===== config.mk =====
export PLATFORM = sky130hd
export DESIGN_NAME = cof_target_buffer
export DESIGN_NICKNAME = d
export VERILOG_FILES = /design/src/rtl/cof_btb_pkg.sv /design/src/rtl/cof_btb_tags.sv /design/src/rtl/cof_btb_words.sv /design/src/rtl/cof_btb_fill_ctl.sv /design/src/rtl/cof_target_buffer.sv
export SDC_FILE = /design/constraint.sdc
export NUM_CORES = 2
export LEC_CHECK = 0
export ABC_AREA = 1
export BUFFER_PORTS_ARGS = -buffer_cell sky130_fd_sc_hd__clkbuf_2
export CELL_PAD_IN_SITES_DETAIL_PLACEMENT = 0
export CELL_PAD_IN_SITES_GLOBAL_PLACEMENT = 2
export CORE_UTILIZATION = 37
export CTS_BUF_LIST = sky130_fd_sc_hd__clkbuf_16
export CTS_CLUSTER_DIAMETER = 30
export DETAILED_ROUTE_END_ITERATION = 8
export GPL_TIMING_DRIVEN = 0
export PLACE_DENSITY_LB_ADDON = 0.1
export REMOVE_ABC_BUFFERS = 1
export SYNTH_ARGS = -nofsm -noshare
export SYNTH_HDL_FRONTEND = slang
export SYNTH_SLANG_ARGS = --single-unit
export TNS_END_PERCENT = 50

===== constraint.sdc =====
create_clock -name clk -period 3.7 [get_ports clk]
set_input_delay 0.185 -clock clk [delete_from_list [all_inputs] [get_ports clk]]
set_output_delay 0.185 -clock clk [all_outputs]
set_load 0.01 [all_outputs]

===== src/rtl/cof_btb_pkg.sv =====
`timescale 1ns/1ps
package cof_btb_pkg;
  // State of the fill cursor that tracks incoming fetch beats
  typedef enum logic {
    FILL_IDLE = 1'b0,
    FILL_BUSY = 1'b1
  } fill_state_e;
endpackage


===== src/rtl/cof_btb_tags.sv =====
`timescale 1ns/1ps
module cof_btb_tags #(
  parameter int ENTRIES = 8,
  parameter int TAG_W   = 30,
  localparam int IDX_W  = (ENTRIES > 1) ? $clog2(ENTRIES) : 1
) (
  input  logic               clk,
  input  logic               rst,
  input  logic               flush,
  input  logic               alloc_we,
  input  logic [IDX_W-1:0]   alloc_idx,
  input  logic [TAG_W-1:0]   alloc_tag,
  input  logic [TAG_W-1:0]   look_tag,
  output logic [ENTRIES-1:0] match_vec
);
  logic [TAG_W-1:0]   tag_mem [ENTRIES];
  logic [ENTRIES-1:0] tag_vld;

  // Tag storage: plain write port, no reset, suits distributed RAM
  always_ff @(posedge clk) begin
    if (alloc_we) tag_mem[alloc_idx] <= alloc_tag;
  end

  always_ff @(posedge clk) begin
    if (rst || flush) begin
      tag_vld <= '0;
    end else if (alloc_we) begin
      tag_vld[alloc_idx] <= 1'b1;
    end
  end

  // One comparator per entry, all in parallel
  for (genvar e = 0; e < ENTRIES; e++) begin : g_cmp
    assign match_vec[e] = tag_vld[e] && (tag_mem[e] == look_tag);
  end

  // allocation only on a miss, so never two matching entries
  p_one_match_r9: assert property (@(posedge clk) disable iff (rst)
    $onehot0(match_vec));

  // a flush leaves nothing that can match
  p_flush_empties_r8: assert property (@(posedge clk) disable iff (rst)
    flush |=> (match_vec == '0));
endmodule


===== src/rtl/cof_btb_words.sv =====
`timescale 1ns/1ps
module cof_btb_words #(
  parameter int ENTRIES = 8,
  parameter int WORDS   = 4,
  parameter int DATA_W  = 32,
  localparam int IDX_W  = (ENTRIES > 1) ? $clog2(ENTRIES) : 1,
  localparam int WIDX_W = (WORDS > 1) ? $clog2(WORDS) : 1,
  localparam int SLOTS  = ENTRIES * WORDS,
  localparam int SLOT_W = (SLOTS > 1) ? $clog2(SLOTS) : 1
) (
  input  logic                    clk,
  input  logic                    rst,
  input  logic                    flush,
  input  logic                    clr_we,
  input  logic [IDX_W-1:0]        clr_idx,
  input  logic                    wr_we,
  input  logic [IDX_W-1:0]        wr_entry,
  input  logic [WIDX_W-1:0]       wr_word,
  input  logic [DATA_W-1:0]       wr_data,
  input  logic [IDX_W-1:0]        rd_entry,
  output logic [WORDS*DATA_W-1:0] rd_words,
  output logic [WORDS-1:0]        rd_vld
);
  logic [DATA_W-1:0] mem [SLOTS];
  logic [SLOTS-1:0]  slot_vld;
  logic [SLOT_W-1:0] wr_slot;

  function automatic logic [SLOT_W-1:0] slot_of(input logic [IDX_W-1:0] ent, input int wd);
    return SLOT_W'(int'(ent) * WORDS + wd);
  endfunction

  assign wr_slot = slot_of(wr_entry, int'(wr_word));

  // Single write port, word-wide
  always_ff @(posedge clk) begin
    if (wr_we) mem[wr_slot] <= wr_data;
  end

  always_ff @(posedge clk) begin
    if (rst || flush) begin
      slot_vld <= '0;
    end else begin
      if (clr_we) begin
        for (int w = 0; w < WORDS; w++) slot_vld[slot_of(clr_idx, w)] <= 1'b0;
      end
      if (wr_we) slot_vld[wr_slot] <= 1'b1;
    end
  end

  // Read all words of one entry; an invalid word is forced to zero
  for (genvar w = 0; w < WORDS; w++) begin : g_rd
    logic [SLOT_W-1:0] rd_slot;
    assign rd_slot = slot_of(rd_entry, w);
    assign rd_vld[w] = slot_vld[rd_slot];
    assign rd_words[w*DATA_W +: DATA_W] = rd_vld[w] ? mem[rd_slot] : '0;
  end

  // a written word is valid on the next cycle
  p_write_lands_r5: assert property (@(posedge clk) disable iff (rst)
    (wr_we && !flush && !clr_we) |=> slot_vld[$past(wr_slot)]);

  // flush empties every word
  p_flush_words_r8: assert property (@(posedge clk) disable iff (rst)
    flush |=> (slot_vld == '0));
endmodule


===== src/rtl/cof_btb_fill_ctl.sv =====
`timescale 1ns/1ps
module cof_btb_fill_ctl
  import cof_btb_pkg::*;
#(
  parameter int ENTRIES = 8,
  parameter int WORDS   = 4,
  localparam int IDX_W  = (ENTRIES > 1) ? $clog2(ENTRIES) : 1,
  localparam int WIDX_W = (WORDS > 1) ? $clog2(WORDS) : 1
) (
  input  logic              clk,
  input  logic              rst,
  input  logic              flush,
  input  logic              enable,
  input  logic              alloc,
  input  logic              fill_valid,
  output logic [IDX_W-1:0]  victim,
  output logic              fill_we,
  output logic [IDX_W-1:0]  fill_entry,
  output logic [WIDX_W-1:0] fill_word
);
  localparam logic [IDX_W-1:0]  LAST_IDX = IDX_W'(ENTRIES - 1);
  localparam logic [WIDX_W-1:0] LAST_WD  = WIDX_W'(WORDS - 1);

  fill_state_e      st;
  logic [IDX_W-1:0] rr_ptr;

  assign victim  = rr_ptr;
  // An allocation cycle discards any beat; flush and disable cancel it too
  assign fill_we = (st == FILL_BUSY) && fill_valid && enable && !flush && !alloc;

  always_ff @(posedge clk) begin
    if (rst) begin
      st         <= FILL_IDLE;
      rr_ptr     <= '0;
      fill_entry <= '0;
      fill_word  <= '0;
    end else if (flush || !enable) begin
      st <= FILL_IDLE;
    end else if (alloc) begin
      rr_ptr     <= (rr_ptr == LAST_IDX) ? '0 : rr_ptr + 1'b1;
      st         <= FILL_BUSY;
      fill_entry <= rr_ptr;
      fill_word  <= '0;
    end else if (fill_we) begin
      if (fill_word == LAST_WD) st <= FILL_IDLE;
      else                      fill_word <= fill_word + 1'b1;
    end
  end

  // flush never moves the victim pointer
  p_flush_keeps_ptr_r8: assert property (@(posedge clk) disable iff (rst)
    flush |=> $stable(victim));

  // disabling abandons any fill in flight
  p_disable_stops_fill_r7: assert property (@(posedge clk) disable iff (rst)
    !enable |=> (st == FILL_IDLE));

  // an allocation aims the fill at word 0 of the old victim
  p_alloc_starts_fill_r5: assert property (@(posedge clk) disable iff (rst)
    (alloc && enable && !flush) |=>
      (st == FILL_BUSY && fill_word == '0 && fill_entry == $past(victim)));
endmodule


===== src/rtl/cof_target_buffer.sv =====
`timescale 1ns/1ps
module cof_target_buffer #(
  parameter int ENTRIES = 8,
  parameter int WORDS   = 4,
  parameter int ADDR_W  = 32,
  parameter int DATA_W  = 32,
  localparam int IDX_W  = (ENTRIES > 1) ? $clog2(ENTRIES) : 1,
  localparam int WIDX_W = (WORDS > 1) ? $clog2(WORDS) : 1,
  localparam int OFF_W  = $clog2(DATA_W / 8),
  localparam int TAG_W  = ADDR_W - OFF_W
) (
  input  logic                    clk,
  input  logic                    rst,
  input  logic                    ctl_enable,
  input  logic                    ctl_inhibit,
  input  logic                    ctl_flush,
  input  logic                    cof_valid,
  input  logic [ADDR_W-1:0]       cof_addr,
  input  logic                    fill_valid,
  input  logic [DATA_W-1:0]       fill_data,
  output logic                    hit,
  output logic [WORDS-1:0]        hit_word_valid,
  output logic [WORDS*DATA_W-1:0] hit_data
);
  logic [TAG_W-1:0]        look_tag;
  logic [ENTRIES-1:0]      match_vec;
  logic                    any_match;
  logic                    lookup_en;
  logic                    alloc;
  logic [IDX_W-1:0]        hit_idx;
  logic [IDX_W-1:0]        victim;
  logic                    fill_we;
  logic [IDX_W-1:0]        fill_entry;
  logic [WIDX_W-1:0]       fill_word;
  logic [WORDS*DATA_W-1:0] rd_words;
  logic [WORDS-1:0]        rd_vld;
  logic                    unused_offset;

  assign look_tag      = cof_addr[ADDR_W-1:OFF_W];
  assign unused_offset = ^cof_addr[OFF_W-1:0];

  assign lookup_en = cof_valid && ctl_enable && !ctl_inhibit && !ctl_flush;
  assign any_match = |match_vec;
  assign hit       = lookup_en && any_match;
  assign alloc     = lookup_en && !any_match;

  // One-hot to index by OR-reduction: valid since at most one bit is set
  always_comb begin
    hit_idx = '0;
    for (int e = 0; e < ENTRIES; e++) begin
      if (match_vec[e]) hit_idx = hit_idx | IDX_W'(e);
    end
  end

  cof_btb_tags #(.ENTRIES(ENTRIES), .TAG_W(TAG_W)) u_tags (
    .clk       (clk),
    .rst       (rst),
    .flush     (ctl_flush),
    .alloc_we  (alloc),
    .alloc_idx (victim),
    .alloc_tag (look_tag),
    .look_tag  (look_tag),
    .match_vec (match_vec)
  );

  cof_btb_fill_ctl #(.ENTRIES(ENTRIES), .WORDS(WORDS)) u_fill (
    .clk        (clk),
    .rst        (rst),
    .flush      (ctl_flush),
    .enable     (ctl_enable),
    .alloc      (alloc),
    .fill_valid (fill_valid),
    .victim     (victim),
    .fill_we    (fill_we),
    .fill_entry (fill_entry),
    .fill_word  (fill_word)
  );

  cof_btb_words #(.ENTRIES(ENTRIES), .WORDS(WORDS), .DATA_W(DATA_W)) u_words (
    .clk      (clk),
    .rst      (rst),
    .flush    (ctl_flush),
    .clr_we   (alloc),
    .clr_idx  (victim),
    .wr_we    (fill_we),
    .wr_entry (fill_entry),
    .wr_word  (fill_word),
    .wr_data  (fill_data),
    .rd_entry (hit_idx),
    .rd_words (rd_words),
    .rd_vld   (rd_vld)
  );

  assign hit_word_valid = hit ? rd_vld   : '0;
  assign hit_data       = hit ? rd_words : '0;

  // no hit unless a lookup is allowed this cycle
  p_no_hit_when_blocked_r6: assert property (@(posedge clk) disable iff (rst)
    (!ctl_enable || ctl_inhibit || ctl_flush || !cof_valid) |-> !hit);

  // words not marked valid read as zero
  for (genvar w = 0; w < WORDS; w++) begin : g_chk
    p_invalid_word_zero_r3: assert property (@(posedge clk) disable iff (rst)
      !hit_word_valid[w] |-> (hit_data[w*DATA_W +: DATA_W] == '0));
  end
endmodule


==> run_summary.xml <==
<?xml version="1.0" encoding="UTF-8"?>
<metrics>
  <group name="job">
    <metric name="maximum_capacitance_violations" unit="">0</metric>
  </group>
  <group name="clocking">
    <metric name="clockRootBuffer" unit="">sky130_fd_sc_hd__clkbuf_16</metric>
    <metric name="clk_transition_reported_paths" unit="ps">40</metric>
    <metric name="cts_tree" unit="">done</metric>
    <metric name="inserted_clock_buffers" unit="">366</metric>
    <metric name="cts.path.max_buffers" unit="">4</metric>
    <metric name="clock_latency_on_the_worst_skew_pair" unit="ps">930</metric>
    <metric name="tritoncts_num_sinks" unit="">1313</metric>
    <metric name="htree_num_levels" unit="">5</metric>
  </group>
  <group name="floorplanning">
    <metric name="fp.dieArea" unit="um^2">164000</metric>
    <metric name="io-pin-count" unit="">204</metric>
    <metric name="dieHeight" unit="um">405</metric>
    <metric name="std_cell_rows" unit="">147</metric>
    <metric name="floorplan.die.width" unit="um">405</metric>
    <metric name="placeableCoreArea" unit="um^2">161000</metric>
    <metric name="initial_core_utilization" unit="%">37.3</metric>
  </group>
  <group name="cells_and_area">
    <metric name="nets" unit="">6696</metric>
    <metric name="post-route-util" unit="%">50.7</metric>
    <metric name="syn2layout_area_growth" unit="%">35.7</metric>
    <metric name="register_area" unit="um^2">38900</metric>
    <metric name="filler_cell_count" unit="">14400</metric>
    <metric name="multiInputGateArea" unit="um^2">16900</metric>
    <metric name="drive_above_1_share" unit="%">20.3</metric>
  </group>
  <group name="min_path">
    <metric name="min-delay-start" unit="">cof_addr[20]</metric>
    <metric name="min_path_type" unit="">input port to flop</metric>
    <metric name="hold_critical_path_depth" unit="">1</metric>
    <metric name="min_delay_worst_endpoint" unit="">u_tags.tag_mem[0][18]</metric>
  </group>
  <group name="drt">
    <metric name="detailedRoute.firstIterationViolations" unit="">3797</metric>
    <metric name="post-route-drc-count" unit="">0</metric>
    <metric name="post_drt_wl_per_cell" unit="um">25.8</metric>
    <metric name="route.antenna.remaining_nets" unit="">0</metric>
    <metric name="dr_total_vias" unit="">45100</metric>
    <metric name="drt_wirelength" unit="um">234000</metric>
    <metric name="vias_per_cell" unit="">4.97</metric>
    <metric name="drt_pre_antenna_iters" unit="">5</metric>
  </group>
  <group name="placement">
    <metric name="dpl.hpwl" unit="um">110000</metric>
    <metric name="routabilityCongestion" unit="">0.852</metric>
    <metric name="buffers_on_ports" unit="">201</metric>
    <metric name="dpl_worst_slack" unit="ps">-3350</metric>
  </group>
  <group name="timing">
    <metric name="finalClockSkew" unit="ps">75.6</metric>
    <metric name="max_slew_margin" unit="%">16.2</metric>
    <metric name="setup_repair_after_global_routing_missed_its_margin" unit="">true</metric>
    <metric name="postLayoutSetupSlackWorst" unit="ps">-488</metric>
    <metric name="final-hold-violation-count" unit="">0</metric>
    <metric name="post-route-min-period" unit="ps">4190</metric>
    <metric name="worstMarginPinSlew" unit="ps">1250</metric>
    <metric name="slew_viol_final" unit="">0</metric>
    <metric name="final.period_utilization" unit="%">113</metric>
    <metric name="setup_viol_count_final" unit="">132</metric>
    <metric name="maxClockFrequency" unit="MHz">239</metric>
  </group>
  <group name="synth">
    <metric name="ys_warn_count" unit="">0</metric>
    <metric name="yosys.area_share.xor_xnor" unit="%">0.730</metric>
    <metric name="yosys-mux-area-fraction" unit="%">0</metric>
    <metric name="combinational_family_with_the_most_area_after_synthesis" unit="">simple AND/OR/NAND/NOR gates</metric>
    <metric name="synth_compound_area_share" unit="%">2.13</metric>
    <metric name="post_synth_instance_area" unit="um^2">60000</metric>
    <metric name="synth-seq-area-share" unit="%">64.9</metric>
    <metric name="post_synth_inst_count" unit="">5995</metric>
    <metric name="synth.avg_cell_area" unit="um^2">10.0</metric>
    <metric name="synth-seq-cells" unit="">1313</metric>
    <metric name="async_flop_share" unit="%">0</metric>
    <metric name="synth_cell_types" unit="">40</metric>
    <metric name="synth_fa_ha_area_share" unit="%">0.125</metric>
    <metric name="synthSimpleGateAreaFrac" unit="%">22.7</metric>
    <metric name="post_synth_edffs" unit="">1264</metric>
    <metric name="postSynth.topFlopCell" unit="">sky130_fd_sc_hd__edfxtp_1</metric>
  </group>
  <group name="worst_setup_path">
    <metric name="critPathCaptureType" unit="">output pin</metric>
    <metric name="reg_to_reg_end" unit="">u_words.mem[2][28]</metric>
    <metric name="timing.critical_path.fanout_max" unit="">19</metric>
    <metric name="critical_path.reg2reg.startpoint" unit="">u_tags.tag_mem[7][6]</metric>
    <metric name="critPathArrivalTime" unit="ps">4000</metric>
    <metric name="ff2ff_path_depth" unit="">15</metric>
    <metric name="crit_required" unit="ps">3510</metric>
    <metric name="crit_type" unit="">input port to output pin</metric>
    <metric name="worst_r2r_setup_slack" unit="ps">90</metric>
    <metric name="kind_of_launch_point_of_the_worst_setup_path" unit="">input port</metric>
  </group>
  <group name="global_route">
    <metric name="global_route.usage.met2" unit="%">45.5</metric>
    <metric name="top_usage_layer" unit="">met2</metric>
    <metric name="grt_antenna_before_repair" unit="">18</metric>
    <metric name="maximum_number_of_pins_on_one_net_before_global_route_repair" unit="">70</metric>
    <metric name="grt_use_met3" unit="%">4.44</metric>
    <metric name="grt_use_total" unit="%">28.3</metric>
    <metric name="grt_pass1_vias" unit="">43200</metric>
    <metric name="grt-ovfl-total" unit="">0</metric>
    <metric name="gr-usage-met1" unit="%">39.1</metric>
    <metric name="grt_first_pass_wirelength" unit="um">324000</metric>
  </group>
  <group name="power">
    <metric name="vdd_drop_max" unit="mV">0.532</metric>
    <metric name="leakage" unit="nW">34.5</metric>
    <metric name="cellPowerDensity" unit="nW/um^2">584</metric>
    <metric name="power.total" unit="mW">47.6</metric>
  </group>
  <group name="outcome">
    <metric name="run_status" unit="">finished, violations left</metric>
    <metric name="violations" unit="">negative setup slack</metric>
  </group>
</metrics>
-- where the power goes --
part	switching, mW	internal, mW	total (mW)
Sequential	0.00597	16.4	16.4
Clock	8.96	21.3	30.3
Combinational	0.787	0.161	0.948
-- logic make-up after synthesis --
logic type                 Yosys count
and+or+nand+nor                   3033
adders and majority gates            6
AOI/OAI and AO/OA                  252
xor gates and xnor gates            50
DFF                               1313
buffers and inverters             1341
-- critical path: stages --
cell and delay (ps):
sky130_fd_sc_hd__clkbuf_2 590, sky130_fd_sc_hd__inv_1 420, sky130_fd_sc_hd__nand2_2 220, sky130_fd_sc_hd__nand2_1 70, sky130_fd_sc_hd__nor2_1 120, sky130_fd_sc_hd__nand2_2 110
sky130_fd_sc_hd__nor2_2 120, sky130_fd_sc_hd__nand2_2 80, sky130_fd_sc_hd__nor2_4 200, sky130_fd_sc_hd__nor2_4 90, sky130_fd_sc_hd__buf_12 140, sky130_fd_sc_hd__buf_16 130
sky130_fd_sc_hd__buf_16 130, sky130_fd_sc_hd__nand2_8 90, sky130_fd_sc_hd__buf_16 140, sky130_fd_sc_hd__inv_16 70, sky130_fd_sc_hd__buf_16 160, sky130_fd_sc_hd__buf_16 160
sky130_fd_sc_hd__nand2_1 70, sky130_fd_sc_hd__nand3_1 60, sky130_fd_sc_hd__nand3_1 100, sky130_fd_sc_hd__nand2_1 110, sky130_fd_sc_hd__nor2_4 190, sky130_fd_sc_hd__clkbuf_2 160
-- synth_stat cells (7+ instances only) --
| library cell | number | area, um^2 |
|---|---|---|
| sky130_fd_sc_hd__nand2_1 | 1510 | 5670 |
| sky130_fd_sc_hd__edfxtp_1 | 1264 | 38000 |
| sky130_fd_sc_hd__inv_1 | 1036 | 3890 |
| sky130_fd_sc_hd__nand3_1 | 739 | 3700 |
| sky130_fd_sc_hd__nor2_1 | 334 | 1250 |
| sky130_fd_sc_hd__a21oi_1 | 163 | 816 |
| sky130_fd_sc_hd__nand3b_1 | 146 | 1100 |
| sky130_fd_sc_hd__buf_2 | 127 | 636 |
| sky130_fd_sc_hd__or2_2 | 91 | 569 |
| sky130_fd_sc_hd__nand4_1 | 83 | 519 |
| sky130_fd_sc_hd__o21ai_0 | 66 | 330 |
| sky130_fd_sc_hd__dfxtp_1 | 49 | 981 |
| sky130_fd_sc_hd__or2_1 | 48 | 300 |
| sky130_fd_sc_hd__clkbuf_1 | 47 | 176 |
| sky130_fd_sc_hd__buf_6 | 41 | 462 |
| sky130_fd_sc_hd__nor3_1 | 35 | 175 |
| sky130_fd_sc_hd__buf_4 | 30 | 225 |
| sky130_fd_sc_hd__inv_2 | 30 | 113 |
| sky130_fd_sc_hd__xnor2_1 | 27 | 236 |
| sky130_fd_sc_hd__buf_1 | 26 | 97.6 |
| sky130_fd_sc_hd__xor2_1 | 23 | 201 |
| sky130_fd_sc_hd__o21ai_1 | 14 | 70.1 |
| sky130_fd_sc_hd__nor2_2 | 8 | 50.1 |
| sky130_fd_sc_hd__and2_1 | 7 | 43.8 |
| sky130_fd_sc_hd__nor4_1 | 7 | 43.8 |
-- routing by layer --
| layer | up-vias | share of wire (%) |
|---|---|---|
| li1 | 21100 | - |
| met1 | 22100 | 45 |
| met2 | 1495 | 47 |
| met3 | 377 | 5.9 |
| met4 | 2 | 2.8 |
| met5 | - | 0.0034 |
-- worst max-delay path by stage --
stage	slack [ps]	start	endpoint
after global routing	-670	u_tags.tag_mem[1][27]	hit_data[85]
after detailed placement	-3350	cof_addr[23]	hit_data[71]
after global placement	-25590	cof_addr[30]	hit_data[37]
final	-490	cof_addr[30]	hit_data[69]
after floorplan	-7340	u_tags.tag_mem[3][27]	hit_data[0]
after CTS	-550	u_tags.tag_mem[1][28]	hit_data[38]
-- sequential cells by signal (all words and copies together) (netlist names) --
name and flops:
u_words.mem 1024, u_tags.tag_mem 240, u_words.slot_vld 32, u_tags.tag_vld 8
u_fill.fill_entry 3, u_fill.victim 3, u_fill.fill_word 2, u_fill.st 1
-- through the flow --
| step | hold slack, ps | instances | TNS (ps) | area (um^2) |
|---|---|---|---|---|
| floorplan | 254 | 5722 | -1006000 | 58400 |
| global placement | 443 | 8083 | -6666720 | 62100 |
| detailed placement | 447 | 8152 | -1487530 | 63700 |
| CTS | 1.95 | 9027 | -116800 | 80400 |
| global route | 31.7 | 9058 | -81530 | 81500 |
| finish | 64.8 | 9063 | -54980 | 81500 |
-- area by class of cell --
type / instances / share of cell area [%]
inverters: 1068 / 4.97
repair buffers: 509 / 8.47
diodes: 5 / 0.0154
multi-input cells: 3353 / 20.7
well taps: 2160 / 3.32
repair inverters: 8 / 0.152
flip-flops and latches: 1313 / 47.8
clock buffers: 372 / 11.4
clock inverters: 275 / 3.14
-- layout by cell type, fill, tap and decap left out, types with 60 or more instances in the layout --
cell type	netlist	layout
sky130_fd_sc_hd__a21oi_1	163	163
sky130_fd_sc_hd__buf_12	0	84
sky130_fd_sc_hd__buf_16	0	69
sky130_fd_sc_hd__buf_4	30	60
sky130_fd_sc_hd__clkbuf_16	0	386
sky130_fd_sc_hd__clkbuf_2	0	142
sky130_fd_sc_hd__clkinv_1	1	71
sky130_fd_sc_hd__clkinv_2	0	66
sky130_fd_sc_hd__edfxtp_1	1264	1264
sky130_fd_sc_hd__inv_1	1036	1067
sky130_fd_sc_hd__nand2_1	1510	1436
sky130_fd_sc_hd__nand2_2	5	69
sky130_fd_sc_hd__nand3_1	739	665
sky130_fd_sc_hd__nand3_2	6	62
sky130_fd_sc_hd__nand3b_1	146	146
sky130_fd_sc_hd__nand4_1	83	83
sky130_fd_sc_hd__nor2_1	334	271
sky130_fd_sc_hd__o21ai_0	66	66
sky130_fd_sc_hd__or2_2	91	91
-- timing repair --
| item | in CTS | in global routing |
|---|---|---|
| hold endpoints to repair | 220 | 3 |
| gates resized for setup | 288 | 186 |
| setup buffers | 99 | 12 |
| hold buffers | 41 | 4 |
| pin swaps | 105 | 69 |
| endpoints found under the setup margin | 724 | 1151 |
| gates cloned | 88 | 15 |
Power figures use the tool's default switching activity.
